## src/rtl/rq_pkg.sv

```systemverilog
// Shared types for the retirement queue.
// Assumes nothing beyond IEEE 1800-2017 packages.
package rq_pkg;

    // What the head of the queue does this cycle.
    typedef enum logic [1:0] {
        HEAD_IDLE   = 2'd0,
        HEAD_COMMIT = 2'd1,
        HEAD_FLUSH  = 2'd2
    } head_act_e;

    // Where the read port takes its operand from.
    typedef enum logic [1:0] {
        SRC_ARCH  = 2'd0,
        SRC_ENTRY = 2'd1,
        SRC_WAIT  = 2'd2
    } rd_src_e;

endpackage

```

## src/rtl/rq_ctrl.sv

```systemverilog
// Head/tail pointers, occupancy and head decision of the retirement queue.
// Assumes the entry store reports the head entry's valid/done/exception state
// from registers; a flush returns both pointers to zero.
module rq_ctrl
    import rq_pkg::*;
#(
    parameter int DEPTH = 8,
    localparam int TAG_W = $clog2(DEPTH),
    localparam int CNT_W = $clog2(DEPTH + 1)
) (
    input  logic             clk,
    input  logic             rst_n,
    input  logic             alloc_req,
    input  logic             head_valid,
    input  logic             head_done,
    input  logic             head_exc,
    output logic             grant,
    output logic [TAG_W-1:0] head,
    output logic [TAG_W-1:0] tail,
    output logic [CNT_W-1:0] count,
    output head_act_e        action
);

    // Decide whether the head retires, flushes or waits.
    always_comb begin
        action = HEAD_IDLE;
        if (head_valid && head_done)
            action = head_exc ? HEAD_FLUSH : HEAD_COMMIT;
    end

    // Grant only with room and no flush pending.
    always_comb grant = alloc_req && (count != CNT_W'(DEPTH)) && (action != HEAD_FLUSH);

    // Advance pointers and occupancy.
    always_ff @(posedge clk) begin
        if (!rst_n || action == HEAD_FLUSH) begin
            head  <= '0;
            tail  <= '0;
            count <= '0;
        end else begin
            if (grant)
                tail <= (tail == TAG_W'(DEPTH - 1)) ? '0 : tail + 1'b1;
            if (action == HEAD_COMMIT)
                head <= (head == TAG_W'(DEPTH - 1)) ? '0 : head + 1'b1;
            count <= count + CNT_W'(grant) - CNT_W'(action == HEAD_COMMIT);
        end
    end

endmodule

```

## src/rtl/rq_entries.sv

```systemverilog
// Entry storage of the retirement queue: valid, destination, value, done and
// exception flag per entry. Completions to entries not in use are dropped.
// When two ports name the same tag in one cycle, the higher port wins.
module rq_entries #(
    parameter int DEPTH  = 8,
    parameter int NREG   = 8,
    parameter int DATA_W = 16,
    parameter int NCPL   = 2,
    localparam int TAG_W = $clog2(DEPTH),
    localparam int REG_W = $clog2(NREG)
) (
    input  logic                   clk,
    input  logic                   rst_n,
    input  logic                   alloc_en,
    input  logic [TAG_W-1:0]       alloc_tag,
    input  logic [REG_W-1:0]       alloc_dst,
    input  logic [NCPL-1:0]        cpl_vld,
    input  logic [NCPL*TAG_W-1:0]  cpl_tag,
    input  logic [NCPL*DATA_W-1:0] cpl_data,
    input  logic [NCPL-1:0]        cpl_exc,
    input  logic                   retire_en,
    input  logic                   flush,
    input  logic [TAG_W-1:0]       head_tag,
    output logic                   head_valid,
    output logic                   head_done,
    output logic                   head_exc,
    output logic [REG_W-1:0]       head_dst,
    output logic [DATA_W-1:0]      head_data,
    input  logic [TAG_W-1:0]       look_tag,
    output logic                   look_done,
    output logic [DATA_W-1:0]      look_data
);

    logic [DEPTH-1:0] ent_valid, ent_done, ent_exc;
    logic [REG_W-1:0]  ent_dst  [DEPTH];
    logic [DATA_W-1:0] ent_data [DEPTH];
    logic [DEPTH-1:0]  hit, hit_exc;
    logic [DATA_W-1:0] hit_data [DEPTH];

    // Match completion tags against every entry.
    always_comb begin
        for (int i = 0; i < DEPTH; i++) begin
            hit[i]      = 1'b0;
            hit_exc[i]  = 1'b0;
            hit_data[i] = '0;
            for (int p = 0; p < NCPL; p++) begin
                if (cpl_vld[p] && cpl_tag[p*TAG_W +: TAG_W] == TAG_W'(i)) begin
                    hit[i]      = 1'b1;
                    hit_exc[i]  = cpl_exc[p];
                    hit_data[i] = cpl_data[p*DATA_W +: DATA_W];
                end
            end
        end
    end

    // Update entries on allocation, completion, retirement and flush.
    always_ff @(posedge clk) begin
        for (int i = 0; i < DEPTH; i++) begin
            if (!rst_n || flush) begin
                ent_valid[i] <= 1'b0;
                ent_done[i]  <= 1'b0;
                ent_exc[i]   <= 1'b0;
                if (!rst_n) begin
                    ent_dst[i]  <= '0;
                    ent_data[i] <= '0;
                end
            end else if (alloc_en && alloc_tag == TAG_W'(i)) begin
                ent_valid[i] <= 1'b1;
                ent_done[i]  <= 1'b0;
                ent_exc[i]   <= 1'b0;
                ent_dst[i]   <= alloc_dst;
            end else if (retire_en && head_tag == TAG_W'(i)) begin
                ent_valid[i] <= 1'b0;
                ent_done[i]  <= 1'b0;
            end else if (hit[i] && ent_valid[i]) begin
                ent_done[i] <= 1'b1;
                ent_exc[i]  <= hit_exc[i];
                ent_data[i] <= hit_data[i];
            end
        end
    end

    // Head and lookup read ports.
    always_comb begin
        head_valid = ent_valid[head_tag];
        head_done  = ent_done[head_tag];
        head_exc   = ent_exc[head_tag];
        head_dst   = ent_dst[head_tag];
        head_data  = ent_data[head_tag];
        look_done  = ent_valid[look_tag] && ent_done[look_tag];
        look_data  = ent_data[look_tag];
    end

endmodule

```

## src/rtl/rq_regstat.sv

```systemverilog
// Architectural register file plus register status table (pending bit and
// producer tag per register). Assumes allocation and retirement to the same
// register in one cycle leave the new producer pending.
module rq_regstat #(
    parameter int DEPTH  = 8,
    parameter int NREG   = 8,
    parameter int DATA_W = 16,
    localparam int TAG_W = $clog2(DEPTH),
    localparam int REG_W = $clog2(NREG)
) (
    input  logic              clk,
    input  logic              rst_n,
    input  logic              alloc_en,
    input  logic [REG_W-1:0]  alloc_dst,
    input  logic [TAG_W-1:0]  alloc_tag,
    input  logic              commit_en,
    input  logic [REG_W-1:0]  commit_reg,
    input  logic [TAG_W-1:0]  commit_tag,
    input  logic [DATA_W-1:0] commit_data,
    input  logic              flush,
    input  logic [REG_W-1:0]  rd_reg,
    output logic              rd_pending,
    output logic [TAG_W-1:0]  rd_ptag,
    output logic [DATA_W-1:0] rd_arch
);

    logic [DATA_W-1:0] arch [NREG];
    logic [NREG-1:0]   pend;
    logic [TAG_W-1:0]  ptag [NREG];

    // Write retired values and maintain the rename status.
    always_ff @(posedge clk) begin
        for (int r = 0; r < NREG; r++) begin
            if (!rst_n) begin
                arch[r] <= '0;
                pend[r] <= 1'b0;
                ptag[r] <= '0;
            end else begin
                if (commit_en && commit_reg == REG_W'(r))
                    arch[r] <= commit_data;
                if (flush)
                    pend[r] <= 1'b0;
                else if (alloc_en && alloc_dst == REG_W'(r)) begin
                    pend[r] <= 1'b1;
                    ptag[r] <= alloc_tag;
                end else if (commit_en && commit_reg == REG_W'(r) && ptag[r] == commit_tag)
                    pend[r] <= 1'b0;
            end
        end
    end

    // Status lookup for the operand read port.
    always_comb begin
        rd_pending = pend[rd_reg];
        rd_ptag    = ptag[rd_reg];
        rd_arch    = arch[rd_reg];
    end

endmodule

```

## src/rtl/ooo_retire_queue.sv

```systemverilog
// Top of the reorder buffer with rename indirection: allocates entries in
// program order, accepts out-of-order completions, retires the oldest
// completed entry into the architectural file and flushes on an exception.
// Assumes the decoder holds alloc_req until granted.
module ooo_retire_queue
    import rq_pkg::*;
#(
    parameter int DEPTH  = 8,
    parameter int NREG   = 8,
    parameter int DATA_W = 16,
    parameter int NCPL   = 2,
    localparam int TAG_W = $clog2(DEPTH),
    localparam int REG_W = $clog2(NREG),
    localparam int CNT_W = $clog2(DEPTH + 1)
) (
    input  logic                   clk,
    input  logic                   rst_n,
    input  logic                   alloc_req,
    input  logic [REG_W-1:0]       alloc_dst,
    output logic                   alloc_grant,
    output logic [TAG_W-1:0]       alloc_tag,
    input  logic [NCPL-1:0]        cpl_vld,
    input  logic [NCPL*TAG_W-1:0]  cpl_tag,
    input  logic [NCPL*DATA_W-1:0] cpl_data,
    input  logic [NCPL-1:0]        cpl_exc,
    input  logic [REG_W-1:0]       rd_reg,
    output logic                   rd_ready,
    output logic [DATA_W-1:0]      rd_data,
    output logic                   commit_vld,
    output logic [REG_W-1:0]       commit_reg,
    output logic [DATA_W-1:0]      commit_data,
    output logic                   flush,
    output logic [CNT_W-1:0]       occupancy
);

    head_act_e         action;
    rd_src_e           rd_src;
    logic [TAG_W-1:0]  head, tail, rd_ptag;
    logic              head_valid, head_done, head_exc, rd_pending, look_done;
    logic [DATA_W-1:0] rd_arch, look_data;

    rq_ctrl #(.DEPTH(DEPTH)) u_ctrl (
        .clk(clk), .rst_n(rst_n), .alloc_req(alloc_req),
        .head_valid(head_valid), .head_done(head_done), .head_exc(head_exc),
        .grant(alloc_grant), .head(head), .tail(tail), .count(occupancy),
        .action(action)
    );

    rq_entries #(.DEPTH(DEPTH), .NREG(NREG), .DATA_W(DATA_W), .NCPL(NCPL)) u_entries (
        .clk(clk), .rst_n(rst_n),
        .alloc_en(alloc_grant), .alloc_tag(tail), .alloc_dst(alloc_dst),
        .cpl_vld(cpl_vld), .cpl_tag(cpl_tag), .cpl_data(cpl_data), .cpl_exc(cpl_exc),
        .retire_en(commit_vld), .flush(flush), .head_tag(head),
        .head_valid(head_valid), .head_done(head_done), .head_exc(head_exc),
        .head_dst(commit_reg), .head_data(commit_data),
        .look_tag(rd_ptag), .look_done(look_done), .look_data(look_data)
    );

    rq_regstat #(.DEPTH(DEPTH), .NREG(NREG), .DATA_W(DATA_W)) u_regstat (
        .clk(clk), .rst_n(rst_n),
        .alloc_en(alloc_grant), .alloc_dst(alloc_dst), .alloc_tag(tail),
        .commit_en(commit_vld), .commit_reg(commit_reg), .commit_tag(head),
        .commit_data(commit_data), .flush(flush),
        .rd_reg(rd_reg), .rd_pending(rd_pending), .rd_ptag(rd_ptag), .rd_arch(rd_arch)
    );

    // Head action drives the retirement and flush outputs.
    always_comb begin
        commit_vld = (action == HEAD_COMMIT);
        flush      = (action == HEAD_FLUSH);
        alloc_tag  = tail;
    end

    // Choose the operand source from the status table and producer entry.
    always_comb begin
        if (!rd_pending)    rd_src = SRC_ARCH;
        else if (look_done) rd_src = SRC_ENTRY;
        else                rd_src = SRC_WAIT;
        case (rd_src)
            SRC_ARCH:  begin rd_ready = 1'b1; rd_data = rd_arch;          end
            SRC_ENTRY: begin rd_ready = 1'b1; rd_data = look_data;        end
            default:   begin rd_ready = 1'b0; rd_data = DATA_W'(rd_ptag); end
        endcase
    end

endmodule

```

## config.mk

```make
export PLATFORM = sky130hd
export DESIGN_NAME = ooo_retire_queue
export DESIGN_NICKNAME = d
export VERILOG_FILES = /design/src/rtl/rq_pkg.sv /design/src/rtl/rq_ctrl.sv /design/src/rtl/rq_entries.sv /design/src/rtl/rq_regstat.sv /design/src/rtl/ooo_retire_queue.sv
export SDC_FILE = /design/constraint.sdc
export NUM_CORES = 1
export LEC_CHECK = 0
export ABC_CLOCK_PERIOD_IN_PS = 3700
export BUFFER_PORTS_ARGS = -buffer_cell sky130_fd_sc_hd__buf_2
export CAP_MARGIN = 40
export CORE_ASPECT_RATIO = 1.4
export CORE_MARGIN = 10
export CORE_UTILIZATION = 35
export CTS_CLUSTER_DIAMETER = 40
export CTS_CLUSTER_SIZE = 16
export DETAILED_ROUTE_END_ITERATION = 8
export PLACE_DENSITY = 0.6
export SYNTH_ARGS = -nofsm -noshare
export SYNTH_HDL_FRONTEND = slang
export SYNTH_SLANG_ARGS = --single-unit
```

## constraint.sdc

```tcl
create_clock -name clk -period 3.7 [get_ports clk]
set_input_delay 0.37 -clock clk [delete_from_list [all_inputs] [get_ports clk]]
set_output_delay 0.37 -clock clk [all_outputs]
set_load 0.01 [all_outputs]
```

==> results_dict.tcl, run 1 <==
set metrics [dict create \
    run_status "finished clean" \
    design_area_sq_um 21440 \
    path_buf_inv 2 \
    portBuffers 96 \
    drive_gt1_share_pct 19.59 \
    grt_max_degree 63 \
    synthArstFlopShare_pct 0 \
    crit_arrival_ns 3.20 \
    finalCritPeriodShare_pct 96.40 \
    detail_route.vias_per_cell 5.499 \
    clockRootBuffer "clkbuf_16" \
    rows 100 \
    worst_path_largest_cell_delay_ns 0.51 \
    postPlaceCellArea_sq_um 20230 \
    wl_met1_microns 22890 \
    dr_wl_met3_microns 3420 \
    syn_area_sq_um 18770 \
    power_density_nw_per_um2 443.8 \
    num_vias 14396 \
    gp_congestion 0.8900 \
    ys_warn_count 0 \
    grt_pass1_wl_microns 87940 \
    yosysUniqueCellTypes 60 \
    maxCapViolations 0 \
    wl_met2_microns 29960 \
    drc 0 \
    worstSetupEndpointType "output port" \
    core-area_sq_um 53180 \
    grt-ovfl-total 0 \
    ys_ff_latch 349 \
    cts_tree "done" \
    drtAntennaViolNets 0 \
    io_pins 97 \
    total_power_mw 9.514 \
    fillCellCount 5019 \
    syn_inst 1807 \
    hpwl_microns 42510 \
    die_x_microns 215.7 \
    crit_family "multiplexers" \
    clock_skew_ns 0.02053 \
    nNetsFinal 1949 \
    finalSetupViolations 0 \
    synth_ff_type "edfxtp_1" \
    seq_area_sq_um 10030 \
    cp_slowest_cell "mux4_2" \
    ys_seq_area_share_pct 53.42 \
    holdBufCountCts 0 \
    clock-sinks 349 \
    finalNonFillerCells 2618 \
    power.leakage_nw 7.885 \
    antenna_found_initial 3 \
    drt-total-wl_microns 58140 \
    cp_max_fo 43 \
    die_y_microns 294.0 \
    fin_tns_setup_ns 0 \
    hp-class "in2reg" \
    die-area_sq_um 63440 \
    synth_edf_count 304 \
    highest_layer "met5" \
    area_delta_synth_final_pct 14.19 \
    hold_violations 0 \
    antenna_cells 0 \
    fmax_mhz 280.4 \
    drtIter0Drc 1665 \
    period_needed_ns 3.567 \
    ir_drop_v 0.0002431 \
    multi_input_area_sq_um 8028 \
    wl_per_cell_microns 22.21 \
    grt_pass1_vias 14409 \
    start_util_pct 35.31 \
    drtPass1Iterations 5 \
    path_cells "mux4_2 > mux2i_4 > buf_12 > nand2_1 > o32ai_1 > nor4_1 > o31ai_2 > buf_2" \
    syn_avg_cell_area_sq_um 10.39 \
    clockBufferDepth 3 \
    final_common_cell "nand2_1" \
    worst_pin_slew_ns 0.8807 \
    rsz0062_at_grt "false" \
    path_clk_slew_ns 0.07 \
    synth_fp_nets 1876 \
    clk_latency_ns 0.54 \
    track_usage_pct 17.68 \
    htreeDepth 2 \
    numPlacedInstances 2554 \
    crit_path_start_kind "flop" \
    crit_required_ns 3.33 \
    crit_type "reg2out" \
    slew_violations 0 \
    final_cell_mix "nand2_1 (420), edfxtp_1 (304), nor2_1 (233), a21oi_1 (163), buf_2 (97)" \
    numCtsBuffers 34 \
    max-slew-margin-rel_pct 41.29 \
]
## registers in the layout, summed over array words and instances (netlist names), named ones only
signal / count
u_regstat.pend: 8
u_entries.ent_valid: 8
u_entries.ent_dst: 24
u_entries.ent_exc: 8
u_ctrl.head: 3
u_ctrl.tail: 3
u_entries.ent_data: 128
u_regstat.arch: 128
u_ctrl.count: 4
u_entries.ent_done: 8
u_regstat.ptag: 24
## stage by stage
stage                     utilization, %  hold slack, ns  setup WS [ns]
after floorplan                        -          0.4289         0.2309
after global placement             38.01          0.4453         0.3170
after detailed placement           38.05          0.4515         0.2227
after CTS                          40.18          0.2402        0.06396
after global routing               40.32          0.2640        0.01425
final                              40.32          0.2568         0.1331
## cells in the mapped netlist (all sizes together) (8+ instances only)
cell type | count | area [sq um]
nand2 | 422 | 1587
edfxtp | 304 | 9129
nor2 | 234 | 885.9
a21oi | 163 | 815.8
buf | 85 | 406.6
mux4 | 79 | 1779
clkbuf | 61 | 229.0
nand3 | 49 | 245.2
dfxtp | 45 | 900.9
o21ai | 42 | 214.0
mux2i | 41 | 430.4
inv | 39 | 146.4
a211oi | 27 | 207.7
xnor2 | 25 | 219.0
o31ai | 22 | 165.2
mux2 | 21 | 236.5
and2 | 18 | 115.1
a31oi | 17 | 106.4
ha | 17 | 212.7
a311oi | 15 | 131.4
nand2b | 9 | 56.30
or3 | 9 | 56.30
o211ai | 8 | 85.08
## timing repair
action                                 CTS  global route
gates cloned                             0             1
endpoints found under the hold margin    0             0
setup endpoints to repair                6             8
buffers inserted                         0             3
gates resized for setup                  1             7
pin swaps                                0             1
## cell type report
class,instances,area share (%)
inverters,39,0.6828
repair buffers,183,5.638
well taps,714,4.167
multi-input cells,1273,37.45
flip-flops and latches,349,46.80
clock buffers,43,4.319
clock inverters,17,0.9513
## power by group
part	switching (mW)	internal, mW
Combinational	0.878	0.482
Clock	1.58	2.03
Sequential	0.112	4.44
Total	2.57	6.95
## worst min-delay path: stages
cell and delay, ns:
buf_2 0.15, nand2_1 0.06, a21oi_1 0.05
## logic make-up after synthesis
logic type,share of synthesized area [%]
DFF,53.42
and+or+nand+nor,16.85
AOI/OAI and AO/OA,10.03
adders and majority gates,1.240
muxes,13.03
xor gates and xnor gates,1.260
buffers and inverters,4.165
## per-layer routing
metal | vias to the layer above | track usage [%]
met5 | - | 0
met4 | 4 | 6.383
met3 | 112 | 2.499
met2 | 567 | 31.74
met1 | 7129 | 21.07
li1 | 6584 | -
## final timing paths
path	from	to	slack [ns]	depth (start not counted)
min reg2reg	u_entries.ent_done[4]$_SDFFE_PP0P_	u_entries.ent_done[4]$_SDFFE_PP0P_	0.46	2
max reg2reg	u_ctrl.head[0]$_SDFFE_PP0P_	u_ctrl.count[3]$_SDFF_PP0_	0.68	11
max	u_regstat.ptag[2][2]$_SDFFCE_PN0P_	rd_data[0]	0.13	8
min	cpl_data[29]	u_entries.ent_data[6][13]$_SDFFCE_PN0P_	0.26	3
(Power assumes the default switching activity.)
==> run 2: changes to the inputs <==
- CORE_UTILIZATION: 35 -> 37
- PLACE_DENSITY: 0.6 -> 0.63
==> run 2 against run 1 <==
Largest power group unchanged. Critical endpoint is now rd_data[1]. Clock skew is 0.012 ns higher. First-iteration DRC count is 8.6% lower. Fmax is 1.3% lower. Die area is 5.0% lower. Design area is 1.1% lower. Largest cell class unchanged.
==> results_dict.tcl, run 2 (synthesis results as in run 1) <==
set metrics [dict create \
    p_seq_share_pct 49.6 \
    p_clk_share_pct 35.9 \
    reg_top3 "u_entries.ent_data (128), u_regstat.arch (128)" \
    die_x_microns 210.4 \
    reg2reg_slack_ns 0.59 \
    r2r-start "u_entries.ent_valid[5]$_SDFFE_PP0P_" \
    grt_max_degree 63 \
    grt_pass1_wl_microns 85460 \
    power_density_nw_per_um2 432.8 \
    hp-class "in2reg" \
    clockBufferDepth 3 \
    numCtsBuffers 31 \
    cp-startpoint "u_regstat.ptag[2][1]$_SDFFCE_PN0P_" \
    drive_gt1_share_pct 19.60 \
    drt-total-wl_microns 55590 \
    htreeDepth 1 \
    finalSetupViolations 0 \
    clock_skew_ns 0.03285 \
    clock-sinks 349 \
    clockRootBuffer "clkbuf_16" \
    gp_congestion 0.9405 \
    ir_drop_v 0.0003554 \
    worst_pin_slew_ns 0.9434 \
    portBuffers 96 \
    grt_pass1_vias 14349 \
    drtAntennaViolNets 0 \
    pwr-share-comb_pct 14.5 \
    path_clk_slew_ns 0.07 \
    antenna_found_initial 1 \
    final_common_cell "nand2_1" \
    slew_violations 0 \
    worstSetupEndpointType "output port" \
    start_util_pct 37.46 \
    drtIter0Drc 1521 \
    fin_tns_setup_ns 0 \
    path_cells "mux2i_1 > mux4_2 > buf_12 > and2_4 > a211oi_2 > a211oi_1 > or4_1 > a22o_1 > buf_2" \
    crit_path_end "rd_data[1]" \
    crit_type "reg2out" \
    finalNonFillerCells 2531 \
    finalCritPeriodShare_pct 97.68 \
    hold_violations 0 \
    fmax_mhz 276.7 \
    crit_path_start_kind "flop" \
    antenna_cells 0 \
    io_pins 97 \
    detail_route.vias_per_cell 5.624 \
    crit_required_ns 3.33 \
    design_area_sq_um 21210 \
    power.switching_mw 2.527 \
    area_delta_synth_final_pct 12.98 \
    grt-ovfl-total 0 \
    place_ws_ns 0.2668 \
    nNetsFinal 1937 \
    holdBufCountCts 0 \
    p_sw_share_pct 27.53 \
    die-area_sq_um 60280 \
    rsz0062_at_grt "true" \
    fin_ws_ns 0.08569 \
    period_needed_ns 3.614 \
    num_vias 14235 \
    core-area_sq_um 50120 \
    wl_per_cell_microns 21.97 \
    rows 97 \
    numPlacedInstances 2472 \
    drc 0 \
    hpwl_microns 41140 \
    r2r-end "u_ctrl.count[2]$_SDFF_PP0_" \
    final_cell_mix "nand2_1 (421), edfxtp_1 (304), nor2_1 (233), a21oi_1 (161), buf_2 (96)" \
    drtPass1Iterations 6 \
    crit_arrival_ns 3.24 \
    maxCapViolations 0 \
    track_usage_pct 17.97 \
    worst_path_largest_cell_delay_ns 0.56 \
    run_status "finished clean" \
    cp_max_fo 31 \
    die_y_microns 286.5 \
    max-slew-margin-rel_pct 36.93 \
    cp_slowest_cell "mux4_2" \
    fillCellCount 4667 \
    total_power_mw 9.181 \
    cts_tree "done" \
    power.leakage_nw 7.788 \
    p_int_mw 6.653 \
    clk_latency_ns 0.62 \
    postPlaceCellArea_sq_um 20070 \
    r2r_cells 11 \
]
[run 2: cell types whose count changed in the layout (fill, tap and decap cells not counted), moves of 4 or more]
cell,delta
o31ai_1,-8
o31ai_2,+8
buf_4,-6
inv_6,-5
clkbuf_16,-4
[run 2: power groups by stage]
stage          Combinational [mW]  Sequential, mW  Clock (mW)
6_report                     1.34            4.55        3.29
5_1_grt                      1.46            4.57        3.46
4_1_cts                      1.31            4.55        3.32
3_5_place_dp                 1.30            4.64           0
3_3_place_gp                 1.26            4.63           0
2_1_floorplan               0.853            4.59           0
[run 2: area by class of cell]
type                    instances  area, sq um  share of cell area, %
inverters                      39        146.4                 0.6902
repair buffers                174         1137                  5.362
clock inverters                16        198.9                 0.9379
multi-input cells            1273         8084                  38.11
clock buffers                  37        808.3                  3.811
flip-flops and latches        349        10030                  47.29
well taps                     643        804.5                  3.793
[run 2: worst min path at each step]
stage	startpoint	to	slack (ns)	cells after the start
global route	cpl_data[31]	u_entries.ent_data[1][15]$_SDFFCE_PN0P_	0.18	3
floorplan	u_entries.ent_exc[6]$_SDFFE_PP0P_	u_entries.ent_exc[6]$_SDFFE_PP0P_	0.43	2
finish	cpl_data[29]	u_entries.ent_data[1][13]$_SDFFCE_PN0P_	0.18	3
detailed placement	u_entries.ent_done[6]$_SDFFE_PP0P_	u_entries.ent_done[6]$_SDFFE_PP0P_	0.45	2
CTS	alloc_dst[2]	u_regstat.pend[1]$_SDFFE_PP0P_	0.16	2
global placement	u_entries.ent_done[4]$_SDFFE_PP0P_	u_entries.ent_done[4]$_SDFFE_PP0P_	0.45	2
[run 2: metal layers]
metal	part of all wire [%]	up-vias	GRT usage, %
li1	-	6550	-
met1	38	6961	21.37
met2	52	595	31.89
met3	6.4	127	2.313
met4	3.6	2	7.766
met5	0.013	-	0
[run 2: repair_timing]
item                       in CTS  in global routing
resized for setup               2                 14
pin swaps                       0                  1
hold endpoints to repair        0                  0
buffers inserted                0                  5
setup endpoints to repair       2                 14
cloned                          0                  1
[run 2: worst max-delay path: cells and delay by family, from the launching register on]
family	cells	cell delay, ns
compound gates	3	0.53
buf+inv	2	0.36
flops	1	0.42
mux	2	0.67
simple gates	2	0.67
[run 2: through the flow]
step | hold WS (ns) | util (%)
floorplan | 0.4289 | -
global placement | 0.4457 | 40.02
detailed placement | 0.4507 | 40.04
CTS | 0.1628 | 42.07
global route | 0.1781 | 42.32
finish | 0.1761 | 42.32
